==> config.mk <==
export PLATFORM = sky130hd
export DESIGN_NAME = pin_guard_monitor
export DESIGN_NICKNAME = d
export VERILOG_FILES = /design/src/rtl/bolm_pkg.sv /design/src/rtl/bolm_sync.sv /design/src/rtl/bolm_brownout.sv /design/src/rtl/bolm_latch.sv /design/src/rtl/pin_guard_monitor.sv
export SDC_FILE = /design/constraint.sdc
export NUM_CORES = 1
export LEC_CHECK = 0
export BUFFER_PORTS_ARGS = -buffer_cell sky130_fd_sc_hd__buf_4
export CAP_MARGIN = 20
export CELL_PAD_IN_SITES_DETAIL_PLACEMENT = 1
export CELL_PAD_IN_SITES_GLOBAL_PLACEMENT = 1
export CORE_MARGIN = 1
export CORE_UTILIZATION = 42
export CTS_CLUSTER_SIZE = 25
export DETAILED_ROUTE_END_ITERATION = 10
export PLACE_DENSITY_LB_ADDON = 0.1
export REMOVE_ABC_BUFFERS = 1
export SYNTH_ARGS = -nofsm -noshare
export SYNTH_HDL_FRONTEND = slang
export SYNTH_SLANG_ARGS = --single-unit
==> constraint.sdc <==
create_clock -name clk -period 1.9 [get_ports clk]
set_input_delay 0.19 -clock clk [delete_from_list [all_inputs] [get_ports clk]]
set_output_delay 0.19 -clock clk [all_outputs]
set_load 0.01 [all_outputs]
==> src/rtl/bolm_pkg.sv <==
package bolm_pkg;
    typedef enum logic [1:0] {BO_RUN, BO_SAG, BO_OFF} bo_state_t;
    typedef enum logic [2:0] {LT_CLEAR, LT_DIP, LT_HELD, LT_RISE, LT_STUCK} lt_state_t;
    typedef enum logic [1:0] {
        CAUSE_NONE     = 2'b00,
        CAUSE_BROWNOUT = 2'b01,
        CAUSE_LATCH    = 2'b10
    } cause_t;
endpackage

==> src/rtl/bolm_sync.sv <==
module bolm_sync #(
    parameter int WIDTH  = 5,
    parameter int STAGES = 2
) (
    input  logic             clk,
    input  logic             rst_n,
    input  logic [WIDTH-1:0] din,
    output logic [WIDTH-1:0] dout
);
    logic [WIDTH-1:0] stage_q [STAGES];

    generate
        for (genvar s = 0; s < STAGES; s++) begin : g_stage
            if (s == 0) begin : g_first
                always_ff @(posedge clk or negedge rst_n) begin
                    if (!rst_n) stage_q[0] <= '0;
                    else        stage_q[0] <= din;
                end
            end else begin : g_next
                always_ff @(posedge clk or negedge rst_n) begin
                    if (!rst_n) stage_q[s] <= '0;
                    else        stage_q[s] <= stage_q[s-1];
                end
            end
        end
    endgenerate

    assign dout = stage_q[STAGES-1];
endmodule

==> src/rtl/bolm_brownout.sv <==
module bolm_brownout
    import bolm_pkg::*;
#(
    parameter int BO_CYC = 270
) (
    input  logic clk,
    input  logic rst_n,
    input  logic mid_s,
    input  logic hi_s,
    input  logic turn_on_evt,
    output logic brownout
);
    localparam int CW = $clog2(BO_CYC + 1);

    bo_state_t        state_q, state_d;
    logic [CW-1:0]    cnt_q, cnt_d;

    always_comb begin
        state_d = state_q;
        cnt_d   = '0;
        unique case (state_q)
            BO_RUN: begin
                if (!mid_s) state_d = BO_SAG;
            end
            BO_SAG: begin
                if (mid_s)                           state_d = BO_RUN;
                else if (cnt_q == CW'(BO_CYC - 1))   state_d = BO_OFF;
                else                                 cnt_d   = cnt_q + 1'b1;
            end
            BO_OFF: begin
                if (turn_on_evt && hi_s) state_d = BO_RUN;
            end
            default: state_d = BO_RUN;
        endcase
    end

    always_ff @(posedge clk or negedge rst_n) begin
        if (!rst_n) begin
            state_q <= BO_RUN;
            cnt_q   <= '0;
        end else begin
            state_q <= state_d;
            cnt_q   <= cnt_d;
        end
    end

    always_comb begin
        brownout = (state_q == BO_OFF);
    end

    AST_BO_ENTRY_NEEDS_SAG: assert property (@(posedge clk) disable iff (!rst_n)
        $rose(brownout) |-> $past(!mid_s));
    AST_BO_RELEASE_ON_EVENT: assert property (@(posedge clk) disable iff (!rst_n)
        $fell(brownout) |-> $past(turn_on_evt && hi_s));
    AST_BO_HOLD_LOW_PIN: assert property (@(posedge clk) disable iff (!rst_n)
        (brownout && !hi_s) |=> brownout);
endmodule

==> src/rtl/bolm_latch.sv <==
module bolm_latch
    import bolm_pkg::*;
#(
    parameter int LATCH_CYC = 210,
    parameter int RISE_CYC  = 450
) (
    input  logic clk,
    input  logic rst_n,
    input  logic lo_s,
    input  logic mid_s,
    input  logic rst_s,
    output logic latched
);
    localparam int MAXC = (LATCH_CYC > RISE_CYC) ? LATCH_CYC : RISE_CYC;
    localparam int CW   = $clog2(MAXC + 1);

    lt_state_t     state_q, state_d;
    logic [CW-1:0] cnt_q, cnt_d;

    always_comb begin
        state_d = state_q;
        cnt_d   = '0;
        if (rst_s) begin
            state_d = LT_CLEAR;
        end else begin
            unique case (state_q)
                LT_CLEAR: begin
                    if (!lo_s) state_d = LT_DIP;
                end
                LT_DIP: begin
                    if (lo_s)                              state_d = LT_CLEAR;
                    else if (cnt_q == CW'(LATCH_CYC - 1))  state_d = LT_HELD;
                    else                                   cnt_d   = cnt_q + 1'b1;
                end
                LT_HELD: begin
                    if (lo_s) state_d = LT_RISE;
                end
                LT_RISE: begin
                    if (!lo_s) begin
                        state_d = LT_HELD;
                    end else if (mid_s) begin
                        state_d = (cnt_q >= CW'(RISE_CYC)) ? LT_CLEAR : LT_STUCK;
                    end else begin
                        cnt_d = (cnt_q < CW'(RISE_CYC)) ? cnt_q + 1'b1 : cnt_q;
                    end
                end
                LT_STUCK: begin
                    if (!lo_s) state_d = LT_HELD;
                end
                default: state_d = LT_CLEAR;
            endcase
        end
    end

    always_ff @(posedge clk or negedge rst_n) begin
        if (!rst_n) begin
            state_q <= LT_CLEAR;
            cnt_q   <= '0;
        end else begin
            state_q <= state_d;
            cnt_q   <= cnt_d;
        end
    end

    always_comb begin
        unique case (state_q)
            LT_HELD, LT_RISE, LT_STUCK: latched = 1'b1;
            default:                    latched = 1'b0;
        endcase
    end

    AST_LATCH_NEEDS_DIP: assert property (@(posedge clk) disable iff (!rst_n)
        $rose(latched) |-> $past(!lo_s));
    AST_CLEAR_AT_MID: assert property (@(posedge clk) disable iff (!rst_n)
        $fell(latched) |-> ($past(mid_s) || $past(rst_s)));
    AST_SUPPLY_RESET_CLEARS: assert property (@(posedge clk) disable iff (!rst_n)
        rst_s |=> !latched);
    AST_REDIP_KEEPS_LATCH: assert property (@(posedge clk) disable iff (!rst_n)
        (latched && !lo_s && !rst_s) |=> latched);
endmodule

==> src/rtl/pin_guard_monitor.sv <==
module pin_guard_monitor
    import bolm_pkg::*;
#(
    parameter int BO_CYC      = 270,
    parameter int LATCH_CYC   = 210,
    parameter int RISE_CYC    = 450,
    parameter int SYNC_STAGES = 2
) (
    input  logic       clk,
    input  logic       rst_n,
    input  logic       pin_gt_lo,
    input  logic       pin_gt_mid,
    input  logic       pin_gt_hi,
    input  logic       supply_on,
    input  logic       supply_low,
    output logic       brownout,
    output logic       latched,
    output logic       sw_inhibit,
    output logic [1:0] inhibit_cause
);
    localparam int NFLAG = 5;

    logic [NFLAG-1:0] raw_flags, sync_flags;
    logic lo_s, mid_s, hi_s, on_s, low_s;
    logic on_q, turn_on_evt;
    cause_t cause;

    assign raw_flags = {supply_low, supply_on, pin_gt_hi, pin_gt_mid, pin_gt_lo};

    bolm_sync #(.WIDTH(NFLAG), .STAGES(SYNC_STAGES)) u_sync (
        .clk  (clk),
        .rst_n(rst_n),
        .din  (raw_flags),
        .dout (sync_flags)
    );

    assign {low_s, on_s, hi_s, mid_s, lo_s} = sync_flags;

    always_ff @(posedge clk or negedge rst_n) begin
        if (!rst_n) on_q <= 1'b0;
        else        on_q <= on_s;
    end
    assign turn_on_evt = on_s & ~on_q;

    bolm_brownout #(.BO_CYC(BO_CYC)) u_bo (
        .clk        (clk),
        .rst_n      (rst_n),
        .mid_s      (mid_s),
        .hi_s       (hi_s),
        .turn_on_evt(turn_on_evt),
        .brownout   (brownout)
    );

    bolm_latch #(.LATCH_CYC(LATCH_CYC), .RISE_CYC(RISE_CYC)) u_lt (
        .clk    (clk),
        .rst_n  (rst_n),
        .lo_s   (lo_s),
        .mid_s  (mid_s),
        .rst_s  (low_s),
        .latched(latched)
    );

    always_comb begin
        if (latched)       cause = CAUSE_LATCH;
        else if (brownout) cause = CAUSE_BROWNOUT;
        else               cause = CAUSE_NONE;
        inhibit_cause = cause;
        sw_inhibit    = (cause != CAUSE_NONE);
    end

    AST_CAUSE_SINGLE: assert property (@(posedge clk) disable iff (!rst_n)
        $onehot0(inhibit_cause));
    AST_INHIBIT_WITH_STATE: assert property (@(posedge clk) disable iff (!rst_n)
        (brownout || latched) |-> sw_inhibit);
endmodule

* Word level (Yosys, flattened, before mapping)
Cells that the tools add are included.
** Operators by class
- Order comparisons :: 2
- Div/mod/pow operators :: 0
- Multipliers :: 0
- Bitwise gates (word level) :: 2
- Multiplexer cells :: 28
- Reductions and logical operators :: 7
- Add/sub/neg operators :: 2
- Shift operators :: 0
- Eq/ne operators :: 17
** Operators with widths (count)
- 9-bit 2-to-1 mux :: 9
- 3-bit 2-to-1 mux :: 9
- 9-bit by 1-bit adder with 9-bit output, second input constant :: 2
- 9-bit case mux with 2 select lines :: 1
- 3-bit case mux with 5 select lines :: 1
- 2-bit 2-to-1 mux :: 5
- 9-bit by 8-bit == test with 1-bit output, second input constant :: 1
- 9-bit == test, second input constant :: 1
- 9-bit >= comparator, second input constant :: 1
- 9-bit < comparator, second input constant :: 1
- 3-bit inequality test, second input constant :: 3
- 3-bit by 2-bit == test with 1-bit output, second input constant :: 2
- 2-bit case mux with 3 select lines :: 1
- 5-bit by 4-bit inequality test with 1-bit output, second input constant :: 1
- 5-bit AND reduction :: 1
- 4-bit by 3-bit inequality test with 1-bit output, second input constant :: 1
- 4-bit inequality test, second input constant :: 1
- 3-bit by 1-bit == test with 1-bit output, second input constant :: 1
- 3-bit == test, second input constant :: 1
- 3-bit zero test :: 1
- 3-bit by 2-bit inequality test with 1-bit output, second input constant :: 1
- 3-bit AND reduction :: 1
- 3-bit OR reduction :: 1
- 2-bit by 1-bit == test with 1-bit output, second input constant :: 1
- 9 further kinds :: 10
** Word-level totals
- Bits in read-only memories :: 0
- Memories kept :: 0
- Register bits :: 34
- Bits in writable memories :: 0
- Bits of input ports :: 7
- Latch bits :: 0

* Logic depth before layout (Yosys ltp)
- Depth after elaboration :: 6
- Mapped depth :: 8

* Hierarchy
From an unflattened synthesis, not the netlist that was laid out.
** Unflattened totals
- Cell total of the unflattened synthesis :: 150
- Area, all modules :: 1605.3 um2
** By module, submodules not included
- bolm_latch :: area each 728.2 um2, cells an instance 79, times used 1
- bolm_brownout :: area each 538.0 um2, cells an instance 51, times used 1
- bolm_sync :: area each 287.8 um2, cells an instance 15, times used 1
- pin_guard_monitor :: area each 51.3 um2, cells an instance 5, times used 1

* Worst setup path before layout
No wires, ideal clock.
- Path type :: register to register
- From :: register u_lt.cnt_q[1]
- To :: register u_lt.cnt_q[5]
- Stages on the path, launching flop included :: 9
- Data required time :: 1.779 ns
- Slack :: -0.051 ns
- Arrival time :: 1.830 ns
- Path through :: dfrtp_1 > inv_1 > ha_1 > or4b_1 > nor4b_2 > o21ba_1 > buf_6 > o21ai_1 > a22o_1
** On the way
- Longest elaborated chain between the ends :: 6
- Elaborated cells on any way between the ends :: 11
- Classes of those cells :: add/sub: 1; order compare: 1; eq/ne: 2; mux: 7
** Ends and longest elaborated chain
- from (decl) :: line bolm_latch.sv:18 : logic [CW-1:0] cnt_q, cnt_d;
- from (signal assigned) :: line bolm_latch.sv:61 : cnt_q <= cnt_d;
- 9-bit by 1-bit adder with 9-bit output :: line bolm_latch.sv:33, bolm_latch.sv:44
- 9-bit 2-to-1 mux :: line bolm_latch.sv:44 : cnt_d = (cnt_q < CW'(RISE_CYC)) ? cnt_q + 1'b1 : cnt_q;
- 9-bit 2-to-1 mux :: line bolm_latch.sv:41 : end else if (mid_s) begin
- 9-bit 2-to-1 mux :: line bolm_latch.sv:39 : if (!lo_s) begin
- 9-bit case mux with 2 select lines :: line bolm_latch.sv:26 : unique case (state_q)
- 9-bit 2-to-1 mux :: line bolm_latch.sv:23 : if (rst_s) begin
Several ways; a longest one is shown, not always the timed one. The select of a mux whose other input is x is not followed.
A chain may end at the register's enable or synchronous reset.

* Worst setup path after layout
- From :: register u_lt.cnt_q[1]
- To :: register u_lt.cnt_q[4]
The elaborated chain is that of the path after synthesis.

==> impl_metrics.py <==
metrics = {
    "outcome": {
        "status": "finished with violations",
        "violations": "setup timing",
    },
    "detailed_routing": {
        "drt_iter0_drc": 43,
        "ant_nets": 0,
        "drtPass1Iterations": 4,
        "drc": 0,
        "num_vias": 1137,
        "wl_per_cell_um": 15.22,
        "wirelength_mm": 3.348,
        "post_drt_via_cell_ratio": 5.168,
    },
    "cells_and_area": {
        "final_nets": 185,
        "n_antenna_cell": 0,
        "area_delta_synth_final_pct": 27.86,
        "drive_gt1_share_pct": 23.56,
        "fin_area_um2": 1947,
    },
    "power_and_ir_drop": {
        "p_comb_share_pct": 4.5,
        "p_int_mw": 1.183,
        "power.total_mw": 1.491,
        "seqPwrFrac_pct": 50.6,
        "p_leak_nw": 0.9040,
        "clkPwrFrac_pct": 44.9,
        "vdd.ir_drop.worst_v": 0.0007264,
        "swShare_pct": 20.64,
        "powerDensity_nw_per_um2": 765.6,
        "switchingPower_mw": 0.3077,
    },
    "setup_path": {
        "critPathMaxFanout": 7,
        "worst-path-stages": 7,
        "cp-start-kind": "flip-flop",
        "r2r_end": "u_lt.cnt_q[4]",
        "crit_type": "flip-flop to flip-flop",
        "worstRegToRegCells": 7,
        "cp_slowest_cell": "or4b_4",
        "crit_family": "simple AND/OR/NAND/NOR gates",
        "rrSetupSlack_ps": -50,
        "required_ps": 2130,
        "end_kind": "flip-flop",
        "worst-path-buf-inv": 1,
        "critPathMaxStageDelay_ps": 460,
        "timing.rr.start": "u_lt.cnt_q[1]",
        "arrival_ps": 2180,
        "path_cells": "inv_2 > ha_4 > or4b_4 > nor4b_4 > o21ba_4 > o21ai_1 > a22o_1",
    },
    "flow_run": {
        "cap_violations": 0,
    },
    "floorplanning": {
        "die_y_um": 62.21,
        "fp.dieW_um": 62.21,
        "start_util_pct": 44.58,
        "io_pins": 12,
        "core_um2": 3416,
        "rows": 21,
        "dieArea_um2": 3870,
    },
    "cts": {
        "worst_skew_pair.late_latency_ps": 330,
        "cts_tree": "done",
        "cts.sinks": 34,
        "htreeDepth": 2,
        "cts_buffers": 5,
        "cts_buffer_depth": 2,
        "clkTransAtPathRegs_ps": 110,
        "cts-root-buf": "clkbuf_4",
    },
    "global_routing": {
        "grt_max_degree": 35,
        "overflow": 0,
        "grt_pass1_wl_mm": 5.720,
        "grt_usage_pct": 19.24,
        "first_global_vias": 1223,
        "antenna_found_initial": 0,
    },
    "synth": {
        "synth-xor-area-share_pct": 6.327,
        "synth-simple-area-share_pct": 20.79,
        "syn_area_um2": 1523,
        "synthMuxAreaShare_pct": 0.6574,
        "postSynthAreaPerCell_um2": 10.88,
        "yosys_warnings": 0,
        "yosysTopAreaCell": "dfrtp_1",
        "yosysSeqAreaShare_pct": 55.88,
        "synthAdderAreaFrac_pct": 4.108,
        "synth-seq-cells": 34,
        "async_flop_share_pct": 100.0,
        "synth_top_family_by_area": "simple AND/OR/NAND/NOR gates",
        "synth_cells": 140,
        "synth_edf_count": 0,
        "synth-main-ff-cell": "dfrtp_1",
        "synth.top_cell.area_share_pct": 55.88,
        "netlist_top_cells_area": "dfrtp_1, ha_1, xor2_1, nor2_1, nand3_1",
        "synth-compound-area-share_pct": 9.778,
        "ys_types": 33,
    },
    "timing": {
        "layout_setup_ws_ps": -51.91,
        "finalHoldViolations": 0,
        "max-slew-margin-rel_pct": 71.81,
        "finalSetupViolations": 4,
        "clock.fmax_mhz": 512.3,
        "min_period_over_period_pct": 102.7,
        "fin_skew_ps": 3.849,
        "fin_crit_ps": 1952,
        "rsz0062_at_grt": "yes",
        "maxSlewViolCount": 0,
        "tightest_slew_ps": 422.9,
    },
    "place": {
        "gp_congestion": 0.7925,
        "numPortBuffers": 11,
        "place_hpwl_mm": 2.288,
        "placed_area_um2": 1704,
    },
    "min_path": {
        "hp-class": "input port to async pin",
    },
}
[per-layer routing]
metal / vias up / track usage, % / wire length (µm)
li1: 547 / - / -
met1: 571 / 21.97 / 1398
met2: 11 / 34.48 / 1792
met3: 8 / 4.596 / 78
met4: 0 / 7.558 / 80
met5: - / 0 / 0
[cell usage in the layout (no fill, tap or decap), types with 2 or more instances in the layout]
cell,n
nor2_1,16
ha_1,4
bufinv_16,2
clkbuf_4,5
o21ai_2,4
o21ai_1,6
nand2b_1,2
a22o_1,4
nor3_1,2
o21ai_0,2
nand2_1,7
nor2b_1,7
buf_4,22
nor3b_1,2
xor2_1,7
and3_1,4
dfrtp_1,34
dlygate4sd3_1,6
xnor2_1,4
inv_1,4
nand3_1,10
[area by class of cell]
cell class	instances	area, µm²
inverter	5	18.77
sequential	34	850.8
timing repair buffer	28	225.2
clock buffer	5	37.54
multi-input combinational	99	688.2
clock inverter	3	68.82
tap	46	57.56
fill	377	1469
[state kept, by name, indices dropped and copies added (netlist names)]
register / flops
u_bo.cnt_q: 9
u_lt.cnt_q: 9
u_sync.dout: 5
u_sync.stage_q: 5
u_lt.state_q: 3
u_bo.state_q: 2
on_q: 1
[worst max path at each step]
stage / start / end / slack [ps]
finish: u_lt.cnt_q[1] / u_lt.cnt_q[4] / -50
global route: u_lt.cnt_q[1] / u_lt.cnt_q[4] / -120
CTS: u_lt.cnt_q[1] / u_lt.cnt_q[4] / -80
detailed placement: u_lt.cnt_q[1] / u_lt.cnt_q[4] / -200
global placement: u_lt.cnt_q[1] / u_lt.cnt_q[4] / -80
floorplan: u_lt.cnt_q[1] / u_lt.cnt_q[3] / -100
[cell usage after synthesis, types with 2 or more instances]
master / instances
dfrtp_1: 34
nor2_1: 16
nand3_1: 10
o21ai_1: 9
nor2b_1: 8
nand2_1: 7
xor2_1: 7
ha_1: 5
inv_1: 5
a22o_1: 4
and3_1: 4
xnor2_1: 4
nor3b_1: 3
o21ai_0: 3
nand2b_1: 2
nor3_1: 2
[metrics by stage]
| step | worst slack (ps) | util, % | TNS (ps) | std cells | hold WS [ps] |
|---|---|---|---|---|---|
| after floorplan | -102.6 | - | -428.7 | 138 | -105.6 |
| after global placement | -81.21 | 49.89 | -328.6 | 203 | 157.6 |
| after detailed placement | -201.6 | 49.89 | -1416 | 203 | 161.4 |
| after CTS | -75.32 | 56.08 | -318.0 | 218 | 324.9 |
| after global routing | -117.5 | 57.00 | -765.6 | 220 | 368.4 |
| final | -51.91 | 57.00 | -151.1 | 220 | 332.6 |
[power groups by stage]
stage	combinational [mW]	clock, mW	sequential (mW)
5_1_grt	0.0765	0.704	0.758
2_1_floorplan	0.0215	0	0.764
6_report	0.0665	0.670	0.754
3_3_place_gp	0.0513	0	0.767
4_1_cts	0.0669	0.686	0.754
3_5_place_dp	0.0544	0	0.768
[cell families (layout without fill, tap and decap cells)]
| family | Yosys count | count (layout) |
|---|---|---|
| multiplexers | 1 | 1 |
| buffers and inverters | 7 | 41 |
| adder cells (fa/ha/maj) | 5 | 5 |
| flip-flops | 34 | 34 |
| XOR/XNOR | 11 | 11 |
| AO/OA/AOI/OAI | 23 | 23 |
| AND/OR/NAND/NOR | 59 | 59 |
[repair_timing]
item                       in CTS  in global routing
pin swaps                       9                  3
hold endpoints to repair       39                  0
setup buffers                   1                  2
hold buffers                    6                  0
resized for setup               9                  5
setup endpoints to repair      10                 14
Power figures use the tool's default switching activity.
